===== config.mk =====
export PLATFORM = sky130hd
export DESIGN_NAME = dsr_status_top
export DESIGN_NICKNAME = d
export VERILOG_FILES = /design/src/rtl/dsr_pkg.sv /design/src/rtl/dsr_drive_reg.sv /design/src/rtl/dsr_read_port.sv /design/src/rtl/dsr_status_top.sv
export SDC_FILE = /design/constraint.sdc
export NUM_CORES = 1
export LEC_CHECK = 0
export BUFFER_PORTS_ARGS = -buffer_cell sky130_fd_sc_hd__buf_2
export CAP_MARGIN = 5
export CORE_ASPECT_RATIO = 0.8
export CORE_MARGIN = 5
export CORE_UTILIZATION = 47
export CTS_CLUSTER_SIZE = 16
export DETAILED_ROUTE_END_ITERATION = 7
export PLACE_DENSITY = 0.8
export SLEW_MARGIN = 20
export SYNTH_ARGS = -nofsm -noshare
export SYNTH_HDL_FRONTEND = slang
export SYNTH_SLANG_ARGS = --single-unit

===== constraint.sdc =====
create_clock -name clk -period 1.3 [get_ports clk]
set_input_delay 0.26 -clock clk [delete_from_list [all_inputs] [get_ports clk]]
set_output_delay 0.26 -clock clk [all_outputs]
set_load 0.01 [all_outputs]

===== src/rtl/dsr_pkg.sv =====
`timescale 1ns/1ps
package dsr_pkg;
  localparam int SW = 8;

  localparam int B_DID  = 7;
  localparam int B_NRDY = 6;
  localparam int B_EOC  = 5;
  localparam int B_AER  = 4;
  localparam int B_FLG  = 3;
  localparam int B_BSY  = 2;
  localparam int B_DTE  = 1;
  localparam int B_SUM  = 0;

  localparam logic [SW-1:0] SUM_MASK  = 8'hEA;
  localparam logic [SW-1:0] CLR_MASK  = 8'h3A;
  localparam logic [SW-1:0] NRDY_WORD = 8'h40;

  typedef enum logic [2:0] {
    EV_NONE     = 3'd0,
    EV_SEEK_GO  = 3'd1,
    EV_SEEK_END = 3'd2,
    EV_OVERRUN  = 3'd3,
    EV_END_CYL  = 3'd4,
    EV_ADDR_ERR = 3'd5,
    EV_FLAGGED  = 3'd6,
    EV_DRIVE_ID = 3'd7
  } ev_code_e;
endpackage


===== src/rtl/dsr_drive_reg.sv =====
`timescale 1ns/1ps
module dsr_drive_reg
  import dsr_pkg::*;
(
  input  logic          clk,
  input  logic          rst,
  input  logic          present,
  input  logic          ev_hit,
  input  ev_code_e      ev_code,
  input  logic          rd_hit,
  output logic [SW-1:0] stat
);
  logic          present_q;
  logic [SW-1:0] nxt;

  always_comb begin
    nxt = stat;
    if (rd_hit) nxt = nxt & ~CLR_MASK;
    if (present_q && !present) nxt[B_NRDY] = 1'b1;
    if (!present_q && present) nxt[B_NRDY] = 1'b0;
    if (ev_hit) begin
      unique case (ev_code)
        EV_SEEK_GO:  nxt[B_BSY] = 1'b1;
        EV_SEEK_END: nxt[B_BSY] = 1'b0;
        EV_OVERRUN:  nxt[B_DTE] = 1'b1;
        EV_END_CYL:  nxt[B_EOC] = 1'b1;
        EV_ADDR_ERR: nxt[B_AER] = 1'b1;
        EV_FLAGGED:  nxt[B_FLG] = 1'b1;
        EV_DRIVE_ID: nxt[B_DID] = 1'b1;
        default:     ;
      endcase
    end
    nxt[B_SUM] = 1'b0;
  end

  always_ff @(posedge clk) begin
    if (rst) begin
      stat      <= present ? '0 : NRDY_WORD;
      present_q <= present;
    end else begin
      stat      <= nxt;
      present_q <= present;
    end
  end

  AST_RD_CLEARS: assert property (@(posedge clk) disable iff (rst)
    rd_hit && !ev_hit |=> (stat & CLR_MASK) == '0);
  AST_RD_KEEPS: assert property (@(posedge clk) disable iff (rst)
    rd_hit && !ev_hit && (present == present_q) |=>
      stat[B_DID] == $past(stat[B_DID]) && stat[B_NRDY] == $past(stat[B_NRDY])
      && stat[B_BSY] == $past(stat[B_BSY]));
  AST_BUSY_SET: assert property (@(posedge clk) disable iff (rst)
    ev_hit && ev_code == EV_SEEK_GO |=> stat[B_BSY]);
  AST_NRDY_REMOVE: assert property (@(posedge clk) disable iff (rst)
    present_q && !present |=> stat[B_NRDY]);
endmodule


===== src/rtl/dsr_read_port.sv =====
`timescale 1ns/1ps
module dsr_read_port
  import dsr_pkg::*;
#(
  parameter int NDRV = 2,
  parameter int DW   = 1
) (
  input  logic                     clk,
  input  logic                     rst,
  input  logic                     rd_req,
  input  logic [DW-1:0]            rd_drv,
  input  logic [NDRV-1:0][SW-1:0]  stat_all,
  output logic                     rd_vld,
  output logic [SW-1:0]            rd_data
);
  logic [SW-1:0] sel;
  logic [SW-1:0] word;

  always_comb begin
    sel = '0;
    for (int i = 0; i < NDRV; i++)
      if (rd_drv == DW'(i)) sel = stat_all[i];
    word        = sel;
    word[B_SUM] = |(sel & SUM_MASK);
  end

  always_ff @(posedge clk) begin
    if (rst) begin
      rd_vld  <= 1'b0;
      rd_data <= '0;
    end else begin
      rd_vld  <= rd_req;
      rd_data <= rd_req ? word : rd_data;
    end
  end

  AST_VLD_FOLLOWS: assert property (@(posedge clk) disable iff (rst)
    rd_req |=> rd_vld);
endmodule


===== src/rtl/dsr_status_top.sv =====
`timescale 1ns/1ps
module dsr_status_top
  import dsr_pkg::*;
#(
  parameter int NDRV = 2,
  localparam int DW  = (NDRV > 1) ? $clog2(NDRV) : 1
) (
  input  logic            clk,
  input  logic            rst,
  input  logic [NDRV-1:0] drv_present,
  input  logic            ev_vld,
  input  logic [DW-1:0]   ev_drv,
  input  logic [2:0]      ev_code,
  input  logic            rd_req,
  input  logic [DW-1:0]   rd_drv,
  output logic            rd_vld,
  output logic [7:0]      rd_data
);
  logic [NDRV-1:0][SW-1:0] stat_all;

  for (genvar g = 0; g < NDRV; g++) begin : g_drv
    dsr_drive_reg u_reg (
      .clk     (clk),
      .rst     (rst),
      .present (drv_present[g]),
      .ev_hit  (ev_vld && ev_drv == DW'(g)),
      .ev_code (ev_code_e'(ev_code)),
      .rd_hit  (rd_req && rd_drv == DW'(g)),
      .stat    (stat_all[g])
    );
  end

  dsr_read_port #(.NDRV(NDRV), .DW(DW)) u_rd (
    .clk      (clk),
    .rst      (rst),
    .rd_req   (rd_req),
    .rd_drv   (rd_drv),
    .stat_all (stat_all),
    .rd_vld   (rd_vld),
    .rd_data  (rd_data)
  );
endmodule


Yosys cells after proc, flatten, opt, wreduce, memory -nomap -nowiden
Cells that the tools add are included.

word-level totals
  flip-flop bits (word level) = 27
  input bits = 11
  output and inout port bits = 9
  word-level logic and storage cells = 61

operators by class
  equality and inequality tests = 7
  mux-type cells = 27
  bitwise logic cells = 2
  reductions and logical operators = 15

operators by type and width
  cell                  count
  $mux W8               3
  $mux W1               16
  $mux W7               2
  $eq A3 B3 Y1 const B  4
  $mux W6               2
  $mux W5               2
  $logic_and A1 B1 Y1   8
  $eq A3 B2 Y1 const B  2
  $reduce_bool A3 Y1    2
  $reduce_or A5 Y1      1
  $logic_not A1 Y1      4
  $pmux W1 S2           2
  $eq A3 B1 Y1 const B  1
  $not A1 Y1            2

Logic depth before layout (Yosys ltp)
Gate-level depths: netlist (run 1).

  depth after elaboration = 6
  mapped depth = 4
  mapped depth without buffers = 3

Modules after synthesis
A second synthesis (run 1) with hierarchy kept.

unflattened totals
  cell total of the unflattened synthesis = 113
  area, all modules = 1093.5 µm²

by module, submodules not included
  module          instances  cells an instance  area each (µm²)  sequential area each (µm²)
  dsr_drive_reg   2          34                 329.1            170.2
  dsr_read_port   1          41                 402.9            180.2
  dsr_status_top  1          4                  32.5             0.0

Worst setup path before layout (run 1)
Ideal clock, no wire load.

  path type = input to register
  from = input rd_drv
  to = register u_rd.rd_data[0]
  setup time = 133 ps
  arrival time = 1089 ps
  data required time = 1167 ps
  slack = 78 ps
  stages = 4
  path buffers = 1
  cell sequence = buf_6 -> or4_1 -> o22ai_1 -> a211oi_1

between the ends
  cells in the longest elaborated chain, start to end = 2

RTL lines
  what                  line                  text
  start, declared       dsr_status_top.sv:15  input logic [DW-1:0] rd_drv,
  $mux W8               dsr_read_port.sv:22   if (rd_drv == DW'(i)) sel = stat_all[i];
  $reduce_or A5 Y1      dsr_read_port.sv:24   word[B_SUM] = |(sel & SUM_MASK);
  end signal, assigned  dsr_read_port.sv:33   rd_data <= rd_req ? word : rd_data;
  end, declared         dsr_read_port.sv:14   output logic [SW-1:0] rd_data

No other way between the ends.
A chain may end at the register's enable or synchronous reset.

Worst setup path in the final report (run 1)
  from = register g_drv[1].u_reg.stat[3]
  to = register u_rd.rd_data[0]

between the ends
  cells in the longest elaborated chain, start to end = 2

RTL lines
  what                    line                 text
  start, declared         dsr_drive_reg.sv:11  output logic [SW-1:0] stat
  start signal, assigned  dsr_drive_reg.sv:38  stat <= present ? '0 : NRDY_WORD;
  start signal, assigned  dsr_drive_reg.sv:41  stat <= nxt;
  $mux W8                 dsr_read_port.sv:22
  $reduce_or A5 Y1        dsr_read_port.sv:24

No other way between the ends.

==> Flow_metrics.wiki, run 1 <==
{| class="wikitable"
! Metric !! Value
|-
| Slew headroom || 0.8018
|-
| Total Neg Setup Slack || 0 ns
|-
| Total of buffers placed on input and output ports || 19
|-
| PwrDens || 1129 nW/um^2
|-
| Die boundary width || 62.37 um
|-
| Starting utilization of the core area || 0.4861
|-
| Number of standard cells after synthesis || 105
|-
| Number of remaining DRC errors || 0
|-
| Clock tree skew after final layout || 0.003723 ns
|-
| Largest net degree at the start of global routing || 19
|-
| # setup viols final || 0
|-
| Worst-path fanout max || 3
|-
| Grt total ovfl || 0
|-
| EDFF count, synth || 2
|-
| Post-synthesis compound-gate area fraction || 0.1796
|-
| Number of detailed-route iterations in the first pass || 4
|-
| Fraction of final layout cells sized beyond drive strength 1 || 0.2000
|-
| Max Transition Viols Final || 0
|-
| Number of CTS-inserted buffers || 3
|-
| Max Freq || 0.8191 GHz
|-
| Maximum buffer depth of the clock tree || 2
|-
| Setup ws final || 0.07922 ns
|-
| Number of max-cap violations || 0
|-
| Critical path type || flip-flop to flip-flop
|-
| Final Cycle Share || 0.9391
|-
| Static leakage || 0.5063 nW
|-
| CTS tree || yes
|-
| Number of global-route vias before repair || 834
|-
| Summed instance area of the synthesized netlist || 1031 um^2
|-
| Area of the core region || 2121 um^2
|-
| Final-stage net count || 137
|-
| I/O Pins || 20
|-
| Class of the tightest hold or removal check || input pin to flip-flop
|-
| Number of antenna violations at the first check in global routing || 0
|-
| Distinct cell type count of the synthesized netlist || 31
|-
| Cell area reported after detailed placement || 1146 um^2
|-
| RSZ-0062 raised after global routing || false
|-
| Clock latency of the later-clocked register in the worst-skew pair || 0.31 ns
|-
| Total count of hold-check failures in the final report || 0
|-
| Post-CTS setup-driven buffer insertion count || 0
|-
| H-tree levels || 1
|-
| Element type at the critical path start || flip-flop
|-
| Mean instance size in the synthesized netlist || 9.819 um^2
|-
| CTS Hold Bufs || 0
|-
| Cell area after layout || 1172 um^2
|-
| Syn nets || 116
|-
| Warnings from Yosys || 0
|-
| Total of cells resized after clock tree synthesis || 0
|-
| Pin slew with the least headroom to its limit || 0.2934 ns
|-
| Number of diodes || 0
|-
| Aggregate routed wire length || 2108 um
|-
| Gp weighted congestion || 0.8428
|-
| Starting DRC count in detailed routing || 35
|-
| Data required, critical path || 1.50 ns
|-
| Maximum ir drop on the vdd rail || 0.0008202 V
|-
| Standard-cell row count || 15
|-
| Worst setup EP type || flip-flop
|-
| Synth Area in Adders || 0
|-
| Post-route non-filler standard cell count || 150
|-
| Post-detail-place hpwl || 1601 um
|-
| Flip-flop and latch count after synthesis || 25
|-
| Post-CTS clock slew at the launch and capture registers of the worst setup and hold paths || 0.12 ns
|-
| Share of flip-flops with an asynchronous set or reset after synthesis || 0
|-
| Clock period minus final worst setup slack || 1.221 ns
|-
| Post-detailed-route via-to-cell ratio || 5.547
|-
| Die footprint || 3236 um^2
|-
| Prevailing post-synth register cell || dfxtp_1
|-
| Dominant combinational cell family by area after synthesis || simple AND/OR/NAND/NOR gates
|-
| Average detailed-routed wire length per instance || 14.05 um
|-
| CP Data Arrival Time || 1.42 ns
|-
| Placed cells || 146
|-
| Aggregate global-route resource usage || 0.1408
|-
| Synth Area in XOR/XNOR || 0.01699
|-
| Height of the die || 51.89 um
|-
| Sink count of the clock tree || 25
|-
| Area growth from synthesis to final layout || 13.71%
|-
| Outcome || completed
|-
| Fillcell total || 205
|-
| Sequential cell area fraction in the yosys report || 0.5049
|-
| Via total after detailed routing || 832
|-
| Clock Tree Root || clkbuf_4
|-
| Multiplexer area fraction after synthesis || 0.06796
|-
| Simple-Gate Fraction of Synth Area || 0.1869
|-
| Worst slack after detailed placement || 0.02622 ns
|-
| Global-route wire length before repair || 3574 um
|-
| Remaining antenna violation count || 0
|-
| Post-layout utilization of the core || 0.5528
|}
## cells in the mapped netlist (all sizes together) (3+ instances only)
library cell | count | area (um^2)
a22oi | 6 | 45.04
mux2i | 7 | 70.07
nor2b | 3 | 18.77
buf | 4 | 26.27
nor2 | 18 | 67.56
nand2b | 3 | 18.77
dfxtp | 23 | 460.4
a211oi | 7 | 52.55
inv | 3 | 11.26
## metrics by stage
step	power [mW]	hold WS, ns
finish	1.323	0.08071
global route	1.408	0.04960
CTS	1.343	0.06418
detailed placement	1.013	0.4039
global placement	1.005	0.3974
floorplan	0.9479	0.2877
## cells in the final DEF (no fill, tap or decap)
cell,instances
buf_2,19
nand2b_1,3
nor2_1,18
buf_4,3
a31oi_1,2
and2_1,1
o41ai_1,1
o21bai_1,2
o31ai_1,1
or4b_1,1
nor3b_1,1
nand2_1,2
o22ai_1,1
a22oi_1,6
o21ai_0,2
xnor2_1,2
a211oi_1,7
and3b_1,2
nor2b_1,3
a32oi_1,2
and4b_1,1
a21oi_1,2
inv_1,3
clkbuf_1,1
and3_1,1
nor3_1,1
clkbuf_4,3
dfxtp_1,23
edfxtp_1,2
or4_1,1
mux2i_1,7
nor4bb_1,1
## per-layer routing
layer  wire (um)  up-vias  global-route usage
met4          27        0             0.06007
met2         973       30              0.2483
met1         916      376              0.1482
met5           0        -                   0
met3         190        4             0.06048
li1            -      422                   -
## critical path, cell delays in order (launching register included)
cell      delay (ns)
dfxtp_1         0.35
or4b_1          0.52
o22ai_1         0.17
a211oi_1        0.09
## final cells by class
type / instances / area, um^2 / share of cell area
clock buffers: 4 / 26.28 / 0.02241
repair buffers: 22 / 117.6 / 0.1003
flip-flops and latches: 25 / 520.5 / 0.4440
multi-input cells: 71 / 465.4 / 0.3970
well taps: 25 / 31.28 / 0.02668
inverters: 3 / 11.26 / 0.009605
## state kept, by name, indices dropped and copies added (netlist names)
name                   count
g_drv.u_reg.present_q      2
u_rd.rd_data               8
u_rd.rd_vld                1
g_drv.u_reg.stat          14
## cell families after synthesis
family,Yosys count
and+or+nand+nor,36
AOI/OAI and AO/OA,26
DFF,25
buffers and inverters,9
muxes,7
xor gates and xnor gates,2
## path summary, 6_finish.rpt
check	start	endpoint	slack, ns	cells after the start
worst min register to register	u_rd.rd_data[1]	u_rd.rd_data[1]	0.49	2
worst max-delay path	g_drv[1].u_reg.stat[3]	u_rd.rd_data[0]	0.08	3
worst min-delay path	drv_present[0]	g_drv[0].u_reg.present_q	0.08	1
worst max register to register	g_drv[1].u_reg.stat[3]	u_rd.rd_data[0]	0.08	3
## where the power goes
group | internal, mW | total (mW) | switching, mW
Clock | 0.120 | 0.328 | 0.208
Combinational | 0.0734 | 0.168 | 0.0942
Sequential | 0.810 | 0.828 | 0.0173
(Power assumes the default switching activity.)
==> inputs of run 2 (changes only) <==
--- a/config.mk
+++ b/config.mk
@@ -5,7 +5,7 @@
 export SDC_FILE = /design/constraint.sdc
 export NUM_CORES = 1
 export LEC_CHECK = 0
-export BUFFER_PORTS_ARGS = -buffer_cell sky130_fd_sc_hd__buf_2
+export BUFFER_PORTS_ARGS = -buffer_cell sky130_fd_sc_hd__buf_4
 export CAP_MARGIN = 5
 export CORE_ASPECT_RATIO = 0.8
 export CORE_MARGIN = 5
==> run 2 against run 1 <==
Combinational power grew 7%; first-iteration DRC count grew 14%; routed wire length shrank 3.9%; critical path depth is the same; maximum frequency shrank 0.50%; critical endpoint unchanged; largest cell class unchanged.
==> Flow_metrics.wiki, run 2 (same netlist as run 1, synthesis figures left out) <==
{| class="wikitable"
! Metric !! Value
|-
| # setup viols final || 0 (unchanged)
|-
| Global-route wire length before repair || 3553 um (-0.59%)
|-
| Worst slack after detailed placement || 0.05735 ns (+0.03113 ns)
|-
| Worst setup EP type || flip-flop
|-
| H-tree levels || 1 (unchanged)
|-
| CTS tree || yes
|-
| Clock period minus final worst setup slack || 1.227 ns (+0.006183 ns)
|-
| Largest delay contributor family on the critical path || simple AND/OR/NAND/NOR gates
|-
| PwrDens || 1118 nW/um^2 (-0.92%)
|-
| Area of the core region || 2121 um^2 (unchanged)
|-
| Combined buffer and inverter count along the critical path || 0 (unchanged)
|-
| Setup ws final || 0.07304 ns (-0.006183 ns)
|-
| Clock Tree Root || clkbuf_4
|-
| Count of cell instances traversed by the critical path || 3 (unchanged)
|-
| Register with the highest flop count || g_drv.u_reg.stat
|-
| Area growth from synthesis to final layout || 16.99%
|-
| Grt total ovfl || 0 (unchanged)
|-
| Die boundary width || 62.37 um (unchanged)
|-
| I/O Pins || 20 (unchanged)
|-
| Worst stage delay on the critical path || 0.52 ns (about the same)
|-
| Gp weighted congestion || 0.8353 (-0.89%)
|-
| Sink count of the clock tree || 25 (unchanged)
|-
| Fraction of final layout cells sized beyond drive strength 1 || 0.1951 (-0.004878)
|-
| Average detailed-routed wire length per instance || 13.68 um (-2.6%)
|-
| Total count of hold-check failures in the final report || 0 (unchanged)
|-
| Total of cells resized after clock tree synthesis || 0 (unchanged)
|-
| Element type at the critical path start || flip-flop
|-
| Worst-path fanout max || 3 (unchanged)
|-
| Data required, critical path || 1.52 ns (+0.02 ns)
|-
| Crit-path slowest cell || or4b_1
|-
| Die footprint || 3236 um^2 (unchanged)
|-
| Outcome || completed
|-
| CP Data Arrival Time || 1.45 ns (+0.03 ns)
|-
| Remaining antenna violation count || 0 (unchanged)
|-
| Class of the tightest hold or removal check || input pin to flip-flop
|-
| Max FFs per register || 14 (unchanged)
|-
| Via total after detailed routing || 841 (+1.1%)
|-
| Critical path, cell by cell || or4b_1, o22ai_1, a211oi_1
|-
| Number of remaining DRC errors || 0 (unchanged)
|-
| Max Transition Viols Final || 0 (unchanged)
|-
| Maximum buffer depth of the clock tree || 2 (unchanged)
|-
| Standard-cell row count || 15 (unchanged)
|-
| Number of global-route vias before repair || 780 (-6.5%)
|-
| Slew headroom || 0.7967 (-0.005109)
|-
| Number of diodes || 0 (unchanged)
|-
| Post-detail-place hpwl || 1465 um (-8.5%)
|-
| Launch point of the critical path || g_drv[1].u_reg.stat[3]
|-
| FF-to-FF path depth || 3 (unchanged)
|-
| Post-CTS clock slew at the launch and capture registers of the worst setup and hold paths || 0.13 ns (about the same)
|-
| Number of CTS-inserted buffers || 3 (unchanged)
|-
| Termination of the worst setup path || u_rd.rd_data[0]
|-
| Number of detailed-route iterations in the first pass || 4 (unchanged)
|-
| Starting utilization of the core area || 0.4861 (unchanged)
|-
| Clock latency of the later-clocked register in the worst-skew pair || 0.32 ns (about the same)
|-
| Critical path type || flip-flop to flip-flop
|-
| Post-detailed-route via-to-cell ratio || 5.682 (+2.4%)
|-
| Largest net degree at the start of global routing || 26 (+7)
|-
| CTS Hold Bufs || 0 (unchanged)
|-
| Most common cell after layout, fill and taps aside || dfxtp_1
|-
| Clock tree skew after final layout || 0.003496 ns (-0.0002267 ns)
|-
| Pin slew with the least headroom to its limit || 0.3010 ns (+0.007565 ns)
|-
| Maximum ir drop on the vdd rail || 0.0008967 V (+9.3%)
|-
| Startpoint of the lowest-slack register-to-register path || g_drv[1].u_reg.stat[3]
|-
| Height of the die || 51.89 um (unchanged)
|-
| Top library cells by usage in the layout, fill and taps aside || dfxtp_1 (23), buf_4 (20), nor2_1 (18)
|-
| Aggregate global-route resource usage || 0.1393 (-0.001473)
|-
| RSZ-0062 raised after global routing || false
|-
| Number of max-cap violations || 0 (unchanged)
|-
| Static leakage || 0.5102 nW (+0.77%)
|-
| Registers with the highest flip-flop counts || g_drv.u_reg.stat: 14 flops, u_rd.rd_data: 8 flops, g_drv.u_reg.present_q: 2 flops
|-
| Total of buffers placed on input and output ports || 19 (unchanged)
|-
| Total Neg Setup Slack || 0 ns (unchanged)
|-
| Number of antenna violations at the first check in global routing || 0 (unchanged)
|-
| Final Cycle Share || 0.9438 (+0.004756)
|-
| Starting DRC count in detailed routing || 40 (+14%)
|-
| Aggregate routed wire length || 2025 um (-3.9%)
|-
| Reg-to-reg setup timing slack || 0.07 ns (about the same)
|-
| Post-CTS setup-driven buffer insertion count || 0 (unchanged)
|-
| Capturing point of the worst reg2reg path || u_rd.rd_data[0]
|-
| Final-stage net count || 135 (-1.5%)
|-
| Max Freq || 0.8150 GHz (-0.50%)
|}
-- run 2: cell count changes in the layout (fill, tap and decap cells not counted), sizes merged --
cell,change
buf,-2
clkbuf,-1
clkinv,+1
-- run 2: worst min-delay path by stage --
stage,start,to,depth (start not counted)
after floorplan,drv_present[0],g_drv[0].u_reg.present_q,0
after global placement,drv_present[0],g_drv[0].u_reg.present_q,1
after CTS,drv_present[1],g_drv[1].u_reg.present_q,1
after global routing,drv_present[1],g_drv[1].u_reg.present_q,1
final,drv_present[1],g_drv[1].u_reg.present_q,1
after detailed placement,drv_present[0],g_drv[0].u_reg.present_q,1
-- run 2: power breakdown --
part,total [mW],switching (mW),internal (mW)
registers,0.828,0.0178,0.810
logic,0.179,0.0917,0.0871
clock network,0.342,0.227,0.115
-- run 2: worst reg2reg max path, delay by kind of cell, from the launching register on --
family	cells	cell delay (ns)
DFF	1	0.35
AOI/OAI and AO/OA	2	0.27
and+or+nand+nor	1	0.52
-- run 2: metal layers --
layer | wire length, um | up-vias | track usage
li1 | - | 418 | -
met1 | 964 | 393 | 0.1800
met2 | 881 | 28 | 0.2052
met3 | 166 | 2 | 0.06479
met4 | 12 | 0 | 0.04594
met5 | 0 | - | 0
-- run 2: cell type report --
class / instances / area, um^2
tap: 25 / 31.28
clock buffer: 3 / 22.52
timing repair buffer: 20 / 150.1
fill: 186 / 914.6
inverter: 3 / 11.26
clock inverter: 1 / 5.005
multi-input combinational: 71 / 465.4
sequential: 25 / 520.5
-- run 2: through the flow --
step / utilization / instance area, um^2 / hold slack, ns / cells / power, mW
finish: 0.5687 / 1206 / 0.05683 / 148 / 1.349
CTS: 0.5687 / 1206 / 0.05386 / 148 / 1.359
global route: 0.5687 / 1206 / 0.03363 / 148 / 1.420
floorplan: - / 1031 / 0.2877 / 105 / 0.9479
global placement: 0.5558 / 1179 / 0.3863 / 144 / 1.019
detailed placement: 0.5558 / 1179 / 0.3915 / 144 / 1.025
==> inputs of run 3 (changes only) <==
--- a/config.mk
+++ b/config.mk
@@ -9,10 +9,10 @@
 export CAP_MARGIN = 5
 export CORE_ASPECT_RATIO = 0.8
 export CORE_MARGIN = 5
-export CORE_UTILIZATION = 47
+export CORE_UTILIZATION = 45
 export CTS_CLUSTER_SIZE = 16
 export DETAILED_ROUTE_END_ITERATION = 7
-export PLACE_DENSITY = 0.8
+export PLACE_DENSITY = 0.78
 export SLEW_MARGIN = 20
 export SYNTH_ARGS = -nofsm -noshare
 export SYNTH_HDL_FRONTEND = slang
==> run 3 against run 2 <==
Total power fell by 0.48%; global-route usage is 0.98 points lower; final area did not move; die area is 3.6% higher; non-clock buffer count unchanged; routed wire length rose by 2.0%; combinational power barely moved; register-to-register slack about the same; critical endpoint unchanged; largest power group unchanged; highest routed layer unchanged.
==> Flow_metrics.wiki, run 3 (same netlist as run 1, synthesis figures left out) <==
{| class="wikitable"
! Metric !! Value
|-
| Critical path, cell by cell || or4b_1, o22ai_1, a211oi_1
|-
| Largest delay contributor family on the critical path || simple AND/OR/NAND/NOR gates
|-
| Setup ws final || 0.08516 ns (+0.01213 ns)
|-
| Total of cells resized after clock tree synthesis || 0 (unchanged)
|-
| Number of remaining DRC errors || 0 (unchanged)
|-
| Count of cell instances traversed by the critical path || 3 (unchanged)
|-
| Clock tree skew after final layout || 0.004429 ns (+0.0009324 ns)
|-
| PwrDens || 1113 nW/um^2 (-0.48%)
|-
| Max Freq || 0.8232 GHz (+1.0%)
|-
| # setup viols final || 0 (unchanged)
|-
| Class of the tightest hold or removal check || input pin to flip-flop
|-
| Number of diodes || 0 (unchanged)
|-
| RSZ-0062 raised after global routing || false
|-
| Max Transition Viols Final || 0 (unchanged)
|-
| Number of global-route vias before repair || 767 (-1.7%)
|-
| Post-detail-place hpwl || 1405 um (-4.1%)
|-
| Post-layout utilization of the core || 0.5540 (-0.01471)
|-
| Minimum hold slack || 0.05812 ns (+0.001293 ns)
|-
| Clock Tree Root || clkbuf_4
|-
| Worst setup EP type || flip-flop
|-
| FF-to-FF path depth || 3 (unchanged)
|-
| Max FFs per register || 14 (unchanged)
|-
| Maximum ir drop on the vdd rail || 0.0008050 V (-10%)
|-
| Standard-cell row count || 15 (unchanged)
|-
| Worst-path fanout max || 3 (unchanged)
|-
| Number of detailed-route iterations in the first pass || 4 (unchanged)
|-
| CTS tree || yes
|-
| Worst slack after detailed placement || 0.04485 ns (-0.01250 ns)
|-
| Via total after detailed routing || 843 (+0.24%)
|-
| Post-route non-filler standard cell count || 148 (unchanged)
|-
| Clock latency of the later-clocked register in the worst-skew pair || 0.31 ns (about the same)
|-
| Largest net degree at the start of global routing || 26 (unchanged)
|-
| Fillcell total || 213 (+15%)
|-
| Pin slew with the least headroom to its limit || 0.3109 ns (+0.009853 ns)
|-
| Worst stage delay on the critical path || 0.51 ns (about the same)
|-
| Starting DRC count in detailed routing || 36 (-10%)
|-
| Aggregate global-route resource usage || 0.1295 (-0.009829)
|-
| Average detailed-routed wire length per instance || 13.96 um (+2.0%)
|-
| H-tree levels || 1 (unchanged)
|-
| Crit-path slowest cell || or4b_1
|-
| Area growth from synthesis to final layout || 16.99% (unchanged)
|-
| Outcome || completed
|-
| Final Cycle Share || 0.9345 (-0.009329)
|-
| Data required, critical path || 1.51 ns (about the same)
|-
| Post-CTS clock slew at the launch and capture registers of the worst setup and hold paths || 0.13 ns (about the same)
|-
| Remaining antenna violation count || 0 (unchanged)
|-
| Combined buffer and inverter count along the critical path || 0 (unchanged)
|-
| Element type at the critical path start || flip-flop
|-
| Registers with the highest flip-flop counts || g_drv.u_reg.stat: 14 flops, u_rd.rd_data: 8 flops, g_drv.u_reg.present_q: 2 flops
|-
| Placed cells || 144 (unchanged)
|-
| Slew headroom || 0.7900 (-0.006655)
|-
| Sink count of the clock tree || 25 (unchanged)
|-
| Gp weighted congestion || 0.8537 (+2.2%)
|-
| Number of max-cap violations || 0 (unchanged)
|-
| Clock period minus final worst setup slack || 1.215 ns (-0.01213 ns)
|-
| Starting utilization of the core area || 0.4736 (-0.01257)
|-
| Post-CTS setup-driven buffer insertion count || 0 (unchanged)
|-
| Register with the highest flop count || g_drv.u_reg.stat
|-
| Number of CTS-inserted buffers || 3 (unchanged)
|-
| I/O Pins || 20 (unchanged)
|-
| Grt total ovfl || 0 (unchanged)
|-
| Die footprint || 3354 um^2 (+3.6%)
|-
| CTS Hold Bufs || 0 (unchanged)
|-
| Top library cells by usage in the layout, fill and taps aside || dfxtp_1 (23), buf_4 (20), nor2_1 (18)
|-
| Area of the core region || 2177 um^2 (+2.7%)
|-
| Static leakage || 0.5102 nW (unchanged)
|-
| Maximum buffer depth of the clock tree || 2 (unchanged)
|-
| Final-stage net count || 135 (unchanged)
|-
| Global-route wire length before repair || 3339 um (-6.0%)
|-
| Worst hold stages || 1 (unchanged)
|-
| Die boundary width || 63.52 um (+1.8%)
|-
| Post-detailed-route via-to-cell ratio || 5.696 (+0.24%)
|-
| Total count of hold-check failures in the final report || 0 (unchanged)
|-
| Height of the die || 52.81 um (+1.8%)
|-
| Total Neg Setup Slack || 0 ns (unchanged)
|-
| Number of antenna violations at the first check in global routing || 0 (unchanged)
|-
| Aggregate routed wire length || 2066 um (+2.0%)
|-
| Critical path type || flip-flop to flip-flop
|-
| CP Data Arrival Time || 1.43 ns (-0.02 ns)
|-
| Most common cell after layout, fill and taps aside || dfxtp_1
|-
| Fraction of final layout cells sized beyond drive strength 1 || 0.1951 (unchanged)
|-
| Total of buffers placed on input and output ports || 19 (unchanged)
|}
[run 3: cell counts in the layout (fill, tap and decap cells not counted)]
No cell type changed its count.
[run 3: metrics by stage]
step                      area [um^2]  total power, mW
after floorplan                  1031           0.9479
after global placement           1179            1.018
after detailed placement         1179            1.025
after CTS                        1206            1.364
after global routing             1206            1.428
final                            1206            1.343
[run 3: metal layers]
layer	global-route usage	vias up	wire length (um)
met1	0.1497	391	942
li1	-	418	-
met3	0.05794	4	183
met2	0.2061	30	911
met5	0	-	0
met4	0.05882	0	29
[run 3: area by class of cell]
cell class	instances	area, um^2	share of cell area
Tap cell	25	31.28	0.02593
Multi-Input combinational cell	71	465.4	0.3859
Clock inverter	1	5.005	0.004149
Sequential cell	25	520.5	0.4315
Inverter	3	11.26	0.009336
Timing Repair Buffer	20	150.1	0.1245
Clock buffer	3	22.52	0.01867
[run 3: power breakdown]
part	internal, mW	switching [mW]	total [mW]	leakage (nW)
sequential	0.810	0.0166	0.827	0.208
combinational	0.0871	0.0938	0.181	0.285
clock	0.115	0.220	0.335	0.0177
[run 3: worst paths after layout]
| check | startpoint | to | slack (ns) |
|---|---|---|---|
| worst min register to register | u_rd.rd_data[4] | u_rd.rd_data[4] | 0.49 |
| worst min-delay path | drv_present[1] | g_drv[1].u_reg.present_q | 0.06 |
| worst max-delay path | g_drv[1].u_reg.stat[3] | u_rd.rd_data[0] | 0.09 |
| worst max register to register | g_drv[1].u_reg.stat[3] | u_rd.rd_data[0] | 0.09 |
